$ cat config.mk
export PLATFORM = sky130hd
export DESIGN_NAME = dualpin_ctrl
export DESIGN_NICKNAME = d
export VERILOG_FILES = /design/src/rtl/dualpin_pkg.sv /design/src/rtl/dualpin_ctrl_dec.sv /design/src/rtl/dualpin_datapath.sv /design/src/rtl/dualpin_ctrl.sv
export SDC_FILE = /design/constraint.sdc
export NUM_CORES = 1
export LEC_CHECK = 0
export BUFFER_PORTS_ARGS = -buffer_cell sky130_fd_sc_hd__clkbuf_2
export CORE_MARGIN = 2
export CORE_UTILIZATION = 45
export DETAILED_ROUTE_END_ITERATION = 16
export GPL_TIMING_DRIVEN = 1
export HOLD_SLACK_MARGIN = 0.08
export PLACE_DENSITY = 0.77
export SYNTH_ARGS = -nofsm -noshare
export SYNTH_HDL_FRONTEND = slang
export SYNTH_SLANG_ARGS = --single-unit
$ cat constraint.sdc
create_clock -name clk -period 1 [get_ports clk]
set_input_delay 0.05 -clock clk [delete_from_list [all_inputs] [get_ports clk]]
set_output_delay 0.05 -clock clk [all_outputs]
set_load 0.02 [all_outputs]
$ cat src/rtl/dualpin_pkg.sv
package dualpin_pkg;
  localparam int ADDR_W = 2;

  typedef enum logic [ADDR_W-1:0] {
    SEL_MODE = 2'd0,
    SEL_DIR  = 2'd1,
    SEL_DATA = 2'd2,
    SEL_NONE = 2'd3
  } regSel_e;

  typedef struct packed {
    logic    wrMode;
    logic    wrDir;
    logic    wrData;
    regSel_e rdSel;
  } strobe_t;
endpackage

$ cat src/rtl/dualpin_ctrl_dec.sv
module dualpin_ctrl_dec
  import dualpin_pkg::*;
(
  input  logic              clk,
  input  logic              rstN,
  input  logic [ADDR_W-1:0] hostAddr,
  input  logic              hostWrEn,
  output strobe_t           strb
);
  regSel_e sel;

  always_comb begin
    sel         = regSel_e'(hostAddr);
    strb.rdSel  = sel;
    strb.wrMode = hostWrEn && (sel == SEL_MODE);
    strb.wrDir  = hostWrEn && (sel == SEL_DIR);
    strb.wrData = hostWrEn && (sel == SEL_DATA);
  end

  // at most one register loads per cycle
  p_single_write_r2: assert property (@(posedge clk) disable iff (!rstN)
    $onehot0({strb.wrMode, strb.wrDir, strb.wrData}));
endmodule

$ cat src/rtl/dualpin_datapath.sv
module dualpin_datapath
  import dualpin_pkg::*;
#(
  parameter int REG_W     = 8,
  parameter int PIN_COUNT = 8
) (
  input  logic             clk,
  input  logic             rstN,
  input  strobe_t          strb,
  input  logic [REG_W-1:0] hostWrData,
  input  logic [REG_W-1:0] padIn,
  output logic [REG_W-1:0] hostRdData,
  output logic [REG_W-1:0] padOutEn,
  output logic [REG_W-1:0] padOutVal,
  output logic [REG_W-1:0] anaSelEn
);
  localparam logic [REG_W-1:0] PIN_MASK = {REG_W{1'b1}} >> (REG_W - PIN_COUNT);

  logic [REG_W-1:0] modeQ, dirQ, dataQ, syncA, syncB;

  always_ff @(posedge clk) begin
    if (!rstN) begin
      modeQ <= '0;
      dirQ  <= PIN_MASK;
      dataQ <= '0;
      syncA <= '0;
      syncB <= '0;
    end else begin
      if (strb.wrMode) modeQ <= hostWrData & PIN_MASK;
      if (strb.wrDir)  dirQ  <= hostWrData & PIN_MASK;
      if (strb.wrData) dataQ <= hostWrData & PIN_MASK;
      syncA <= padIn & PIN_MASK;
      syncB <= syncA;
    end
  end

  for (genvar i = 0; i < REG_W; i++) begin : g_pin
    if (i < PIN_COUNT) begin : g_live
      logic drive;
      assign drive        = modeQ[i] & ~dirQ[i];
      assign padOutEn[i]  = drive;
      assign padOutVal[i] = drive & dataQ[i];
      assign anaSelEn[i]  = 1'b1;
    end else begin : g_idle
      assign padOutEn[i]  = 1'b0;
      assign padOutVal[i] = 1'b0;
      assign anaSelEn[i]  = 1'b0;
    end
  end

  always_comb begin
    unique case (strb.rdSel)
      SEL_MODE: hostRdData = modeQ;
      SEL_DIR:  hostRdData = dirQ;
      SEL_DATA: hostRdData = syncB;
      default:  hostRdData = '0;
    endcase
  end

  // Cycles since reset, saturating; used only by the synchroniser check
  logic [1:0] ageQ;
  always_ff @(posedge clk) begin
    if (!rstN)              ageQ <= '0;
    else if (ageQ != 2'd2)  ageQ <= ageQ + 2'd1;
  end

  // drive enables change only after a mode or direction write
  p_drive_change_r3: assert property (@(posedge clk) disable iff (!rstN)
    (padOutEn != $past(padOutEn)) |-> $past(strb.wrMode || strb.wrDir));

  // driven values change only after a register write
  p_val_change_r4: assert property (@(posedge clk) disable iff (!rstN)
    (padOutVal != $past(padOutVal)) |-> $past(strb.wrMode || strb.wrDir || strb.wrData));

  // dir/data writes with all pins analog leave the pads untouched
  p_analog_quiet_r5: assert property (@(posedge clk) disable iff (!rstN)
    ($past(strb.wrDir || strb.wrData) && !$past(strb.wrMode) && ($past(modeQ) == '0))
      |-> ($stable(padOutEn) && $stable(padOutVal)));

  // readback of the pads lags padIn by exactly two edges
  p_sync_depth_r6: assert property (@(posedge clk) disable iff (!rstN)
    (ageQ == 2'd2) |-> (syncB == ($past(padIn, 2) & PIN_MASK)));

  // absent pins never drive and never read back
  p_upper_idle_r8: assert property (@(posedge clk) disable iff (!rstN)
    ((padOutEn | padOutVal | anaSelEn | hostRdData) & ~PIN_MASK) == '0);
endmodule

$ cat src/rtl/dualpin_ctrl.sv
module dualpin_ctrl
  import dualpin_pkg::*;
#(
  parameter int REG_W     = 8,
  parameter int PIN_COUNT = 8
) (
  input  logic              clk,
  input  logic              rstN,
  input  logic [ADDR_W-1:0] hostAddr,
  input  logic              hostWrEn,
  input  logic [REG_W-1:0]  hostWrData,
  output logic [REG_W-1:0]  hostRdData,
  input  logic [REG_W-1:0]  padIn,
  output logic [REG_W-1:0]  padOutEn,
  output logic [REG_W-1:0]  padOutVal,
  output logic [REG_W-1:0]  anaSelEn
);
  strobe_t strb;

  dualpin_ctrl_dec u_dec (
    .clk(clk), .rstN(rstN), .hostAddr(hostAddr), .hostWrEn(hostWrEn), .strb(strb)
  );

  dualpin_datapath #(.REG_W(REG_W), .PIN_COUNT(PIN_COUNT)) u_dp (
    .clk(clk), .rstN(rstN), .strb(strb), .hostWrData(hostWrData), .padIn(padIn),
    .hostRdData(hostRdData), .padOutEn(padOutEn), .padOutVal(padOutVal),
    .anaSelEn(anaSelEn)
  );
endmodule

* Word level (Yosys, flattened, before mapping) *
Index checks and enable logic that the tools add are counted.

cells by class
  eq/ne operators = 2
  muxes and demuxes = 1
  bitwise logic cells = 24
  reductions and logical operators = 4

operator list
  operator                                                               count
  8-bit case mux with 3 select lines                                     1
  1-bit AND                                                              16
  1-bit inverter                                                         8
  1-bit logical AND                                                      3
  2-bit by 1-bit equality test with 1-bit output, second input constant  1
  2-bit equality test, second input constant                             1
  2-bit zero test                                                        1

storage, ports and cells
  flip-flop bits (word level) = 40
  output and inout port bits = 32

* Depth between registers and ports, before layout *
  depth after elaboration = 3
  mapped depth = 4
  gate-level depth less buffers = 2

* Hierarchy *
From an unflattened synthesis, not the netlist that was laid out.

unflattened totals
  cell total of the unflattened synthesis = 169
  area, all modules = 1776.7 sq um

by module, submodules not included
  module            instances  cells an instance  area an instance (sq um)
  dualpin_datapath  1          164                1731.7
  dualpin_ctrl_dec  1          5                  45.0

* Least setup slack after synthesis *
OpenSTA, ideal clock, no wires.

  path type = input to output
  start = input hostAddr[0]
  end = output hostRdData[4]
  data arrival time = 0.784 ns
  data required time = 0.950 ns
  slack = 0.166 ns
  cell stages on the path = 4
  path buffers = 2
  cell sequence = buf_6 > buf_6 > mux2i_1 > o2bb2ai_1

on the way
  cells in the longest elaborated chain, start to end = 2
  elaborated cells between the ends (all ways) = 4

RTL lines
  item                                         line                    source
  start, declared                              dualpin_ctrl.sv:9       input logic [ADDR_W-1:0] hostAddr,
  2-bit equality test (tied with other cells)  dualpin_datapath.sv:52  unique case (strb.rdSel)
  8-bit case mux with 3 select lines (*)       dualpin_datapath.sv:52
  end, declared                                dualpin_ctrl.sv:12      output logic [REG_W-1:0] hostRdData,

Mark *: on every way between the ends. The rest lies on a longest branch, timed or not.

* Worst setup path in the final report *
  start = register u_dp.dirQ[3]
  end = output hostRdData[3]

on the way
  cells in the longest elaborated chain, start to end = 1

RTL lines
  item                                line                    source
  start, declared                     dualpin_datapath.sv:19  logic [REG_W-1:0] modeQ, dirQ, dataQ, syncA, syncB;
  start signal, assigned              dualpin_datapath.sv:30  if (strb.wrDir) dirQ <= hostWrData & PIN_MASK;
  8-bit case mux with 3 select lines  dualpin_datapath.sv:52

No other way between the ends.

==> impl_metrics.ini <==
[timing]
tns_ns = -1.83
fmax_mhz = 859
finalMaxSlewViolations = 0
fin_crit_ns = 1.16
rsz0062_at_grt = true
fin_worst_skew_ns = 0.000457
hold_violations = 0
hold_ws_ns = 0.175
finalSetupViolCount = 20
post-route-period-util_pct = 116
worst_slack_ns = -0.164

[worst_hold_path]
hold_end = u_dp.dirQ[6]
worstHoldStart = hostAddr[1]
hp-class = in2reg
min_path_cells = 3

[cells_and_area]
drive_gt1_share_pct = 42.9
antenna_cells = 0
fin_util_pct = 66.5
final_cells = 297
finalNetCount = 267
area_growth_pct = 44.0

[placement]
dp_hpwl_mm = 2.51
gp_congestion = 0.768
dp.cells = 271
io_buffers = 44

[worst_setup_path]
worstPathRequired_ns = 0.95
crit_chain = mux2i_2 -> o2bb2ai_2 -> buf_4
worstRegToRegCells = 2
rr_endpoint = u_dp.dirQ[2]
critPathCaptureType = output pin
start_kind = flip-flop
critPathKind = reg2out
slowest_stage = dfxtp_4
max_stage_delay_ns = 0.36
rrSetupSlack_ns = 0.34
critPathMaxFanout = 3
reg2reg_from = u_dp.dirQ[2]
critPathArrivalTime_ns = 1.11

[logic_synthesis]
ys_types = 17
ys_ff_latch = 40
yosysTopAreaCellShare_pct = 43.7
synth_flop_cell = dfxtp_1
synthTopCellsByCount = 40 x dfxtp_1, 24 x and2_1, 24 x mux2i_1, 24 x nand2_1, 17 x buf_4
yosys.cell_count.top_type = dfxtp_1
ys.warnings.count = 0
synth_edf_count = 0
syn_inst = 187
syn_area_mm2 = 0.00183
ys_seq_area_share_pct = 43.7
async_flop_share_pct = 0
avgSynthCellArea_um2 = 9.80
synth.area.top_cells = dfxtp_1 44%, mux2i_1 13%, and2_1 8.2%
synth_area_leader_cell = dfxtp_1

[job]
drv_cap = 0

[floorplanning]
num_rows = 23
initial_core_util_pct = 46.2
die_x_um = 67.8
coreArea_mm2 = 0.00397
dieArea_mm2 = 0.00460
io_pins = 53
fp.dieH_um = 67.8

[clock_tree]
cts_tree = yes
cts_buffers = 5
ctsHtreeMaxLevel = 2
ctsRootBufferMaster = clkbuf_8
clk-insertion-delay-late_ns = 0.29
clkTransAtPathRegs_ns = 0.07
clock_path_buffers = 2
cts_sinks = 40

[routing]
dr.pass1.iters = 4
ant_nets = 0
drc = 0
wl_per_cell_um = 12.9
drt_iter0_drc = 51
via_count = 1418
routed_wl_mm = 3.83
post_drt_via_cell_ratio = 4.77

[run_status]
violations = negative setup slack
status = finished with violations

[power_and_ir_drop]
p_per_area_mw_per_mm2 = 1250
leakage_nw = 1.18
max-vdd-ir-drop_mv = 1.06

[global_routing]
antenna_found_initial = 0
grt_use_total_pct = 17.2
grt_max_degree = 25
grt_pass1_vias = 1324
grt-ovfl-total = 0
grt_first_pass_wirelength_mm = 5.84
## cell type report
type | instances | area, um^2
inverter | 8 | 30.0
tap | 50 | 62.6
fill | 311 | 1330
sequential | 40 | 841
clock buffer | 8 | 90.1
multi-input combinational | 116 | 938
timing repair buffer | 75 | 678
## per-stage QoR
step / power (mW) / worst slack, ns / instance area, um^2
3_3_place_gp: 2.11 / 0.0326 / 2020
5_1_grt: 3.44 / -0.195 / 2640
2_1_floorplan: 2.02 / 0.166 / 1860
4_1_cts: 3.30 / -0.163 / 2490
6_report: 3.30 / -0.164 / 2640
3_5_place_dp: 2.12 / 0.0401 / 2020
## kinds of logic after synthesis
logic type	count (synthesis)	synth area share [%]
muxes	24	13.1
DFF	40	43.7
other	1	0.205
and+or+nand+nor	68	22.3
AOI/OAI and AO/OA	16	7.10
buffers and inverters	38	13.7
## timing repair
| action | in CTS | in global routing |
|---|---|---|
| hold buffers | 16 | 0 |
| buffers inserted | 0 | 2 |
| gates resized for setup | 67 | 53 |
| endpoints found under the hold margin | 32 | 0 |
| setup endpoints to repair | 24 | 24 |
| gates cloned | 0 | 0 |
| pin swaps | 16 | 4 |
## how the worst max path moves through the flow
stage	startpoint	to	slack, ns	cells after the start
4_1_cts	u_dp.dirQ[0]	hostRdData[0]	-0.16	3
3_5_place_dp	hostAddr[0]	hostRdData[0]	0.04	5
6_report	u_dp.dirQ[3]	hostRdData[3]	-0.16	3
2_1_floorplan	hostAddr[0]	hostRdData[4]	0.17	4
3_3_place_gp	hostAddr[0]	hostRdData[1]	0.03	5
5_1_grt	u_dp.modeQ[2]	padOutVal[2]	-0.19	3
## power breakdown
part | internal [mW] | switching (mW) | leakage (nW)
clock network | 0.563 | 0.538 | 0.0455
registers | 1.65 | 0.0489 | 0.332
logic | 0.251 | 0.245 | 0.802
## routing by layer
metal  vias up  routed length [um]  GRT usage, %  share of wire [%]
met5         -                   0             0                  0
met4         0                  73          9.00                1.9
met2        43                1860          26.6                 49
li1        712                   -             -                  -
met3         8                 162          3.13                4.2
met1       655                1730          23.0                 45
## sequential cells by signal, indices dropped and copies added (netlist names)
register / count
u_dp.dataQ: 8
u_dp.modeQ: 8
u_dp.dirQ: 8
u_dp.syncB: 8
u_dp.syncA: 8
## cells in the final DEF, fill, tap and decap left out, drive strengths merged, types with 8 or more instances in the layout
cell         count
o211ai           8
dlygate4sd3     16
dfxtp           40
buf             37
mux2i           24
clkbuf          30
conb             8
o2bb2ai          8
nor2b            9
nand4b           8
and2            24
inv              8
nand2           24
## worst max-delay path, delay by kind of cell, from the launching register on
kind	cells	cell delay, ns
DFF	1	0.36
muxes	1	0.20
buffers and inverters	1	0.16
AOI/OAI and AO/OA	1	0.10
Power figures use the tool's default switching activity.
